$ cat config.mk
export PLATFORM = sky130hd
export DESIGN_NAME = ssp_engine
export DESIGN_NICKNAME = d
export VERILOG_FILES = /design/src/rtl/ssp_pkg.sv /design/src/rtl/ssp_fifo.sv /design/src/rtl/ssp_shift.sv /design/src/rtl/ssp_engine.sv
export SDC_FILE = /design/constraint.sdc
export NUM_CORES = 1
export LEC_CHECK = 0
export BUFFER_PORTS_ARGS = -buffer_cell sky130_fd_sc_hd__buf_2
export CAP_MARGIN = 20
export CORE_MARGIN = 4
export CORE_UTILIZATION = 55
export CTS_BUF_LIST = sky130_fd_sc_hd__clkbuf_2
export DETAILED_ROUTE_END_ITERATION = 6
export PLACE_DENSITY = 0.7
export SLEW_MARGIN = 15
export SYNTH_ARGS = -nofsm -noshare
export SYNTH_HDL_FRONTEND = slang
export SYNTH_HIERARCHICAL = 1
export SYNTH_SLANG_ARGS = --single-unit
export TNS_END_PERCENT = 1
$ cat constraint.sdc
create_clock -name clk -period 8.21 [get_ports clk]
set_input_delay 1.2315 -clock clk [delete_from_list [all_inputs] [get_ports clk]]
set_output_delay 1.2315 -clock clk [all_outputs]
set_load 0.005 [all_outputs]
$ cat src/rtl/ssp_pkg.sv
package ssp_pkg;
  localparam int DW = 16;

  typedef enum logic [1:0] {
    FMT_SPI  = 2'd0,
    FMT_TI   = 2'd1,
    FMT_MW   = 2'd2,
    FMT_RSV  = 2'd3
  } fmt_e;

  typedef enum logic [1:0] {
    A_CTRL0 = 2'd0,
    A_CTRL1 = 2'd1,
    A_DATA  = 2'd2,
    A_STAT  = 2'd3
  } addr_e;

  typedef struct packed {
    logic [7:0] scr;
    logic       en;
    logic       rsv;
    fmt_e       fmt;
    logic [3:0] dsz;
  } ctrl0_t;

  typedef struct packed {
    logic [10:0] rsv;
    logic        pha;
    logic        pol;
    logic        lpbk;
    logic        tx_ie;
    logic        rx_ie;
  } ctrl1_t;
endpackage

$ cat src/rtl/ssp_fifo.sv
module ssp_fifo #(
  parameter int W     = 16,
  parameter int DEPTH = 8
) (
  input  logic                     clk,
  input  logic                     rst,
  input  logic                     push,
  input  logic                     pop,
  input  logic [W-1:0]             din,
  output logic [W-1:0]             dout,
  output logic                     full,
  output logic                     empty,
  output logic [$clog2(DEPTH):0]   count
);
  localparam int AW = $clog2(DEPTH);
  localparam int CW = AW + 1;

  logic [W-1:0]  mem [DEPTH];
  logic [AW-1:0] wp, rp;
  logic          do_push, do_pop;

  assign full    = (count == CW'(DEPTH));
  assign empty   = (count == '0);
  assign do_push = push && !full;
  assign do_pop  = pop && !empty;
  assign dout    = mem[rp];

  // storage array kept free of reset so it maps onto RAM
  always_ff @(posedge clk) begin
    if (do_push) mem[wp] <= din;
  end

  always_ff @(posedge clk) begin
    if (rst) begin
      wp    <= '0;
      rp    <= '0;
      count <= '0;
    end else begin
      if (do_push) wp <= wp + 1'b1;
      if (do_pop)  rp <= rp + 1'b1;
      count <= count + CW'(do_push) - CW'(do_pop);
    end
  end


  level_bound_chk: assert property (@(posedge clk) disable iff (rst)
    count <= CW'(DEPTH));


  full_drop_chk: assert property (@(posedge clk) disable iff (rst)
    (push && full && !pop) |=> $stable(count));
endmodule

$ cat src/rtl/ssp_shift.sv
module ssp_shift import ssp_pkg::*; (
  input  logic          clk,
  input  logic          rst,
  input  logic          enable,
  input  fmt_e          fmt,
  input  logic [3:0]    dsz,
  input  logic [7:0]    scr,
  input  logic          pol,
  input  logic          pha,
  input  logic          lpbk,
  input  logic          tx_empty,
  input  logic [DW-1:0] tx_word,
  input  logic          rxd,
  output logic          tx_pop,
  output logic          rx_push,
  output logic [DW-1:0] rx_word,
  output logic          active,
  output logic          sclk,
  output logic          sfrm,
  output logic          txd
);
  typedef enum logic {S_IDLE, S_RUN} st_e;

  st_e           st;
  fmt_e          fmt_q;
  logic [7:0]    scr_q, div;
  logic [1:0]    lead;
  logic          trail_next;
  logic [3:0]    idx;
  logic [DW-1:0] tx_q, rx_q;
  logic          can_go, step, rx_bit;

  assign can_go  = enable && (fmt == FMT_SPI || fmt == FMT_TI) && !tx_empty;
  assign tx_pop  = (st == S_IDLE) && can_go;
  assign step    = (div == scr_q);
  assign rx_bit  = lpbk ? txd : rxd;
  assign rx_word = rx_q;
  assign active  = (st == S_RUN);

  always_ff @(posedge clk) begin
    if (rst) begin
      st         <= S_IDLE;
      fmt_q      <= FMT_SPI;
      scr_q      <= '0;
      div        <= '0;
      lead       <= '0;
      trail_next <= 1'b0;
      idx        <= '0;
      tx_q       <= '0;
      rx_q       <= '0;
      rx_push    <= 1'b0;
      sclk       <= 1'b0;
      sfrm       <= 1'b1;
      txd        <= 1'b0;
    end else begin
      rx_push <= 1'b0;
      case (st)
        S_IDLE: begin
          sclk <= pol;
          sfrm <= (fmt != FMT_TI);
          txd  <= 1'b0;
          if (can_go) begin
            st         <= S_RUN;
            fmt_q      <= fmt;
            scr_q      <= scr;
            div        <= '0;
            trail_next <= 1'b0;
            lead       <= (fmt == FMT_TI) ? 2'd2 : (pha ? 2'd0 : 2'd1);
            tx_q       <= tx_word;
            idx        <= dsz;
            txd        <= tx_word[dsz];
            rx_q       <= '0;
            sfrm       <= (fmt == FMT_TI);
          end
        end
        default: begin
          div <= step ? 8'd0 : div + 8'd1;
          if (step) begin
            if (lead != 2'd0) begin
              lead <= lead - 2'd1;
              if (lead == 2'd1 && fmt_q == FMT_TI) sfrm <= 1'b0;
            end else if (!trail_next) begin
              trail_next <= 1'b1;
              sclk       <= ~pol;
              rx_q       <= {rx_q[DW-2:0], rx_bit};
            end else begin
              trail_next <= 1'b0;
              sclk       <= pol;
              if (idx == 4'd0) begin
                st      <= S_IDLE;
                rx_push <= 1'b1;
                sfrm    <= (fmt_q != FMT_TI);
                txd     <= 1'b0;
              end else begin
                idx <= idx - 4'd1;
                txd <= tx_q[idx - 4'd1];
              end
            end
          end
        end
      endcase
    end
  end


  enable_gate_chk: assert property (@(posedge clk) disable iff (rst)
    (st == S_IDLE && !enable) |=> (st == S_IDLE));


  spi_frame_chk: assert property (@(posedge clk) disable iff (rst)
    (st == S_RUN && fmt_q == FMT_SPI) |-> !sfrm);


  ti_pulse_chk: assert property (@(posedge clk) disable iff (rst)
    (st == S_RUN && fmt_q == FMT_TI && lead == 2'd0) |-> !sfrm);
endmodule

$ cat src/rtl/ssp_engine.sv
module ssp_engine import ssp_pkg::*; #(
  parameter int FIFO_DEPTH = 8
) (
  input  logic          clk,
  input  logic          rst,
  input  logic          wr_en,
  input  logic          rd_en,
  input  logic [1:0]    addr,
  input  logic [DW-1:0] wdata,
  output logic [DW-1:0] rdata,
  output logic          sclk,
  output logic          sfrm,
  output logic          txd,
  input  logic          rxd,
  output logic          tx_irq,
  output logic          rx_irq
);
  localparam int CW   = $clog2(FIFO_DEPTH) + 1;
  localparam int HALF = FIFO_DEPTH / 2;

  addr_e         a;
  ctrl0_t        c0;
  ctrl1_t        c1;
  logic          ovr;
  logic          tx_push, tx_pop, tx_full, tx_empty;
  logic          rx_push, rx_pop, rx_full, rx_empty;
  logic [CW-1:0] tx_cnt, rx_cnt;
  logic [DW-1:0] tx_dout, rx_dout, rx_word;
  logic          active, busy, tx_half, rx_half;
  logic [DW-1:0] stat;

  assign a       = addr_e'(addr);
  assign tx_push = wr_en && a == A_DATA;
  assign rx_pop  = rd_en && a == A_DATA;
  assign tx_half = (tx_cnt <= CW'(HALF));
  assign rx_half = (rx_cnt >= CW'(HALF));
  assign busy    = active || (c0.en && !tx_empty);
  assign stat    = {{(DW-6){1'b0}}, ovr, rx_half, tx_half, busy, !rx_empty, !tx_full};

  ssp_fifo #(.W(DW), .DEPTH(FIFO_DEPTH)) u_txq (
    .clk(clk), .rst(rst), .push(tx_push), .pop(tx_pop), .din(wdata),
    .dout(tx_dout), .full(tx_full), .empty(tx_empty), .count(tx_cnt));

  ssp_fifo #(.W(DW), .DEPTH(FIFO_DEPTH)) u_rxq (
    .clk(clk), .rst(rst), .push(rx_push), .pop(rx_pop), .din(rx_word),
    .dout(rx_dout), .full(rx_full), .empty(rx_empty), .count(rx_cnt));

  ssp_shift u_shift (
    .clk(clk), .rst(rst), .enable(c0.en), .fmt(c0.fmt), .dsz(c0.dsz),
    .scr(c0.scr), .pol(c1.pol), .pha(c1.pha), .lpbk(c1.lpbk),
    .tx_empty(tx_empty), .tx_word(tx_dout), .rxd(rxd), .tx_pop(tx_pop),
    .rx_push(rx_push), .rx_word(rx_word), .active(active),
    .sclk(sclk), .sfrm(sfrm), .txd(txd));

  always_ff @(posedge clk) begin
    if (rst) begin
      c0     <= '0;
      c1     <= '0;
      ovr    <= 1'b0;
      rdata  <= '0;
      tx_irq <= 1'b0;
      rx_irq <= 1'b0;
    end else begin
      if (wr_en && a == A_CTRL0) c0 <= ctrl0_t'(wdata);
      if (wr_en && a == A_CTRL1) c1 <= ctrl1_t'(wdata);
      if (rx_push && rx_full)                   ovr <= 1'b1;
      else if (wr_en && a == A_STAT && wdata[5]) ovr <= 1'b0;
      if (rd_en) begin
        case (a)
          A_CTRL0: rdata <= c0;
          A_CTRL1: rdata <= c1;
          A_DATA:  rdata <= rx_empty ? '0 : rx_dout;
          default: rdata <= stat;
        endcase
      end
      tx_irq <= c1.tx_ie && tx_half;
      rx_irq <= c1.rx_ie && rx_half;
    end
  end


  overrun_set_chk: assert property (@(posedge clk) disable iff (rst)
    (rx_push && rx_full) |=> ovr);


  overrun_drop_chk: assert property (@(posedge clk) disable iff (rst)
    (rx_push && rx_full && !rx_pop) |=> $stable(rx_cnt));
endmodule

==> results <==
- The flow ran to the end, and the final reports show no timing, DRC or antenna violations.
- The root buffer cell is sky130_fd_sc_hd__clkbuf_2.
- The largest area contributor in the synthesized netlist is sky130_fd_sc_hd__edfxtp_1.
- The proportion of layout cells with a drive suffix above 1 is between 20 and 30%.
- The placer's final routability congestion estimate is 0.8095.
- After synthesis, the cell types taking the most area are sky130_fd_sc_hd__edfxtp_1, sky130_fd_sc_hd__dfxtp_1, sky130_fd_sc_hd__mux4_1, sky130_fd_sc_hd__mux2_2, sky130_fd_sc_hd__nand2_1.
- The netlist uses 64 different library cells.
- The setup fix buffers added after clock tree synthesis is 0.
- After detailed routing, the number of remaining DRC violations is 0.
- The design draws about 3.6 mW.
- The count of nets left with antenna violations once routing finished came out at 0.
- The proportion of netlist area held by the largest area contributor is between 40% and 50%.
- The total count of max-transition violations in the final report is 0.
- In this run the worst path has a maximum fanout of 7.
- Clock-pin slew was measured on the worst setup and hold paths at around 0.10 ns.
- The HPWL after detailed placement is 22.29 mm.
- The count of H-tree levels built during CTS is 3.
- The count of TritonRoute iterations in the first routing pass is 5.
- The top flip-flop cell by instance count after synthesis is sky130_fd_sc_hd__edfxtp_1.
- Post-CTS repair changed the size of 0 cells.
- TritonCTS built the clock tree.
- The total overflow left after global routing is 0.
- The fraction of the yosys area taken by sequential cells is roughly 63%.
- The floorplan step set the die width to about 180 µm.
- The initial core utilization is between 50% and 60%.
- The net count of the finished layout is approximately 1.3k.
- The worst setup path category is register to register.
- The first-pass GRT wire length is around 55 mm.
- The actual slew at the worst max-slew pin is approximately 1.1 ns.
- The placed instance count is ~1.5k.
- The number of instances in the synthesized netlist is between 1k and 1.5k.
- The filler cells instantiated in the layout total between 2k and 2.5k.
- In the global route stage, overall resource usage came out at 21.29%.
- The floorplan has 63 rows.
- In the post-route analysis, the smallest setup slack over all paths is 5.050 ns.
- The class of the most critical hold timing path is register to register.
- The largest net degree at the start of global routing is 79.
- The worst-case IR drop observed on VDD is 108.2 µV.
- The share of flip-flops with an asynchronous set or reset is 0%.
- In the final layout, the multi-input gates occupy about 5600 µm².
- The via count of the routed design is 10.00k.
- Headroom to the max-slew limit came out at a little under a quarter.
- The number of max-capacitance violations reported is 0.
- The endpoint type of the worst setup path is a register.
- Dividing the detail-routed wire length by the instance count gives ~20 µm.
- After synthesis, the most frequently instantiated cells are sky130_fd_sc_hd__edfxtp_1, sky130_fd_sc_hd__dfxtp_1, sky130_fd_sc_hd__nand2_1, sky130_fd_sc_hd__a21oi_1, sky130_fd_sc_hd__mux4_1.
- The aggregate negative setup slack is 0 ns.
- The number of warnings reported in the yosys synthesis log is 6.
- The setup skew after layout is around 0.087 ns.
- The cell with the most instances after synthesis is sky130_fd_sc_hd__edfxtp_1.
- The insertion delay to the later sink of the worst-skew pair is slightly above 0.9 ns.
- Setup violations remaining at the end of the flow were counted as 0.
- After detailed routing, the total wire length is about 35 mm.
- The count of buffers added on input and output ports is 43.
- The floorplan step defined a die boundary enclosing between 30000 and 40000 µm².
- The clock net sink count is between 300 and 400.
- The floorplan step set the die height to approximately 180 µm.
- Static timing analysis puts the maximum clock frequency at 316.5 MHz.
- The per-cell via count in the routed design is 5.836.
- The clock passes through at most 3 buffers.
- The final cell count without fillers is between 1.5k and 2k.
- The post-route worst hold slack is roughly 0.46 ns.
- The minimum clock period after layout is ~3.2 ns.
- The synthesized design contains approximately 400 register bits.
- The number of antenna violations at the first check in global routing came to 2.
- The number of hold violations in the final report is 0.
- Prior to clock tree synthesis, the placed netlist has a worst setup slack of around 4.5 ns.
- The number of global-route vias before repair is just under 10k.
- The number of nets handed over by synthesis was between 1k and 1.5k.
- Counting the buffers created by CTS gives 96.
- The post-synthesis to final-layout area growth is 9.239%.
- In this run the power density over the cells is 201.1 nW/µm².
- After floorplanning, the core was sized to cover between 20000 and 30000 µm².
- Dividing the synthesized area by the synthesized cell count gives around 15 µm².
- In this run the count of I/O pins placed on the die edge is 44.
- The number of DRC markers in iteration 0 is ~870.
- The number of hold buffers added after CTS was 0.
- The worst path uses 38.49% of the clock period.
- The area of the mapped netlist is roughly 17000 µm².
- The startpoint class of the critical path is a register.
- The cell leakage power is about 6 nW.
- The worst register-to-register path has a setup slack of about 5.1 ns.
- The data arrival time at the worst-slack endpoint is just under 4 ns.
- Registers take between 10000 and 15000 µm².
- The required time of the critical path is approximately 8.9 ns.
- In this run, synthesis inferred approximately 260 flip-flops with an integrated enable.
- Setup repair after global routing left no endpoint under its margin.
[layer usage]
layer	share of wire, %	global-route usage, %	vias up
li1	-	-	4633
met1	46	32.73	4992
met2	45	31.50	322
met3	6.9	3.886	56
met4	1.6	6.214	0
met5	0	0	-
[critical path, stage by stage, from the launching register on]
cell	delay, ns
sky130_fd_sc_hd__dfxtp_1	0.33
sky130_fd_sc_hd__inv_1	0.07
sky130_fd_sc_hd__ha_1	0.19
sky130_fd_sc_hd__nor3b_1	0.18
sky130_fd_sc_hd__nand2b_1	0.27
sky130_fd_sc_hd__or3_1	0.38
sky130_fd_sc_hd__inv_1	0.08
sky130_fd_sc_hd__nor2b_1	0.54
sky130_fd_sc_hd__xnor2_1	0.19
sky130_fd_sc_hd__ha_1	0.18
sky130_fd_sc_hd__inv_1	0.05
sky130_fd_sc_hd__fa_1	0.38
sky130_fd_sc_hd__xor2_1	0.14
sky130_fd_sc_hd__nor2_1	0.05
[kinds of logic (layout without fill, tap and decap cells)]
logic type      count (synthesis)  in the layout  synth area share, %
compound gates                184            184                7.302
xor+xnor                       16             16               0.8928
fa+ha+maj                      20             20                1.604
buf+inv                        95            280                2.860
flops                         395            395                63.32
mux                           135            135                15.13
other cells                     0              2                    0
simple gates                  292            292                8.891
[placed cells by master, fill, tap and decap left out, types with 8 or more instances in the layout]
master	instances
sky130_fd_sc_hd__mux4_2	14
sky130_fd_sc_hd__nand3_1	8
sky130_fd_sc_hd__mux2_2	52
sky130_fd_sc_hd__mux2i_1	13
sky130_fd_sc_hd__nor3_2	8
sky130_fd_sc_hd__xor2_1	10
sky130_fd_sc_hd__clkbuf_2	153
sky130_fd_sc_hd__nand2_1	128
sky130_fd_sc_hd__a311oi_1	8
sky130_fd_sc_hd__a22oi_1	13
sky130_fd_sc_hd__ha_1	18
sky130_fd_sc_hd__nor2_1	40
sky130_fd_sc_hd__o21ai_0	15
sky130_fd_sc_hd__inv_1	30
sky130_fd_sc_hd__mux4_1	56
sky130_fd_sc_hd__clkinv_1	20
sky130_fd_sc_hd__dfxtp_1	137
sky130_fd_sc_hd__buf_4	26
sky130_fd_sc_hd__nand2b_1	37
sky130_fd_sc_hd__a211oi_1	15
sky130_fd_sc_hd__buf_2	42
sky130_fd_sc_hd__a21oi_1	84
sky130_fd_sc_hd__nor2b_1	18
sky130_fd_sc_hd__edfxtp_1	256
sky130_fd_sc_hd__o22ai_2	10
[metrics by stage]
| step | area, µm² | utilization [%] |
|---|---|---|
| after global routing | 18060 | 60.95 |
| after floorplan | 16540 | - |
| after global placement | 17120 | 57.78 |
| after CTS | 18040 | 60.85 |
| final | 18060 | 60.95 |
| after detailed placement | 17120 | 57.78 |
[path summary, 6_finish.rpt]
path                                              startpoint  cells after the start                            to
worst max-delay path               u_txq/count[2]$_SDFF_PP0_                     13     u_txq/count[2]$_SDFF_PP0_
worst min-delay path            u_shift/tx_q[2]$_SDFFE_PP0P_                      2  u_shift/tx_q[2]$_SDFFE_PP0P_
worst max register to register     u_txq/count[2]$_SDFF_PP0_                     13     u_txq/count[2]$_SDFF_PP0_
worst min register to register  u_shift/tx_q[2]$_SDFFE_PP0P_                      2  u_shift/tx_q[2]$_SDFFE_PP0P_
[power by group]
group / switching, mW / leakage [nW] / internal (mW)
clock: 0.754 / 0.698 / 0.527
sequential: 0.0218 / 3.31 / 2.12
combinational: 0.127 / 2.07 / 0.0808
[registers in the layout (all words and copies together), names as in the netlist, 16 cells and up, named ones only]
signal / cells
u_shift/tx_q: 16
c1: 16
u_shift/rx_word: 16
c0: 16
u_txq/mem: 128
rdata: 16
u_rxq/mem: 128
[final cells by class]
type                            count  area share [%]
Timing Repair Buffer               70           2.369
Multi-Input combinational cell    647           31.25
Inverter                           30          0.6234
Sequential cell                   395           57.98
Clock buffer                      153           4.239
Antenna cell                        2         0.02771
Tap cell                          390           2.701
Clock inverter                     27          0.8104
Power figures use the tool's default switching activity.
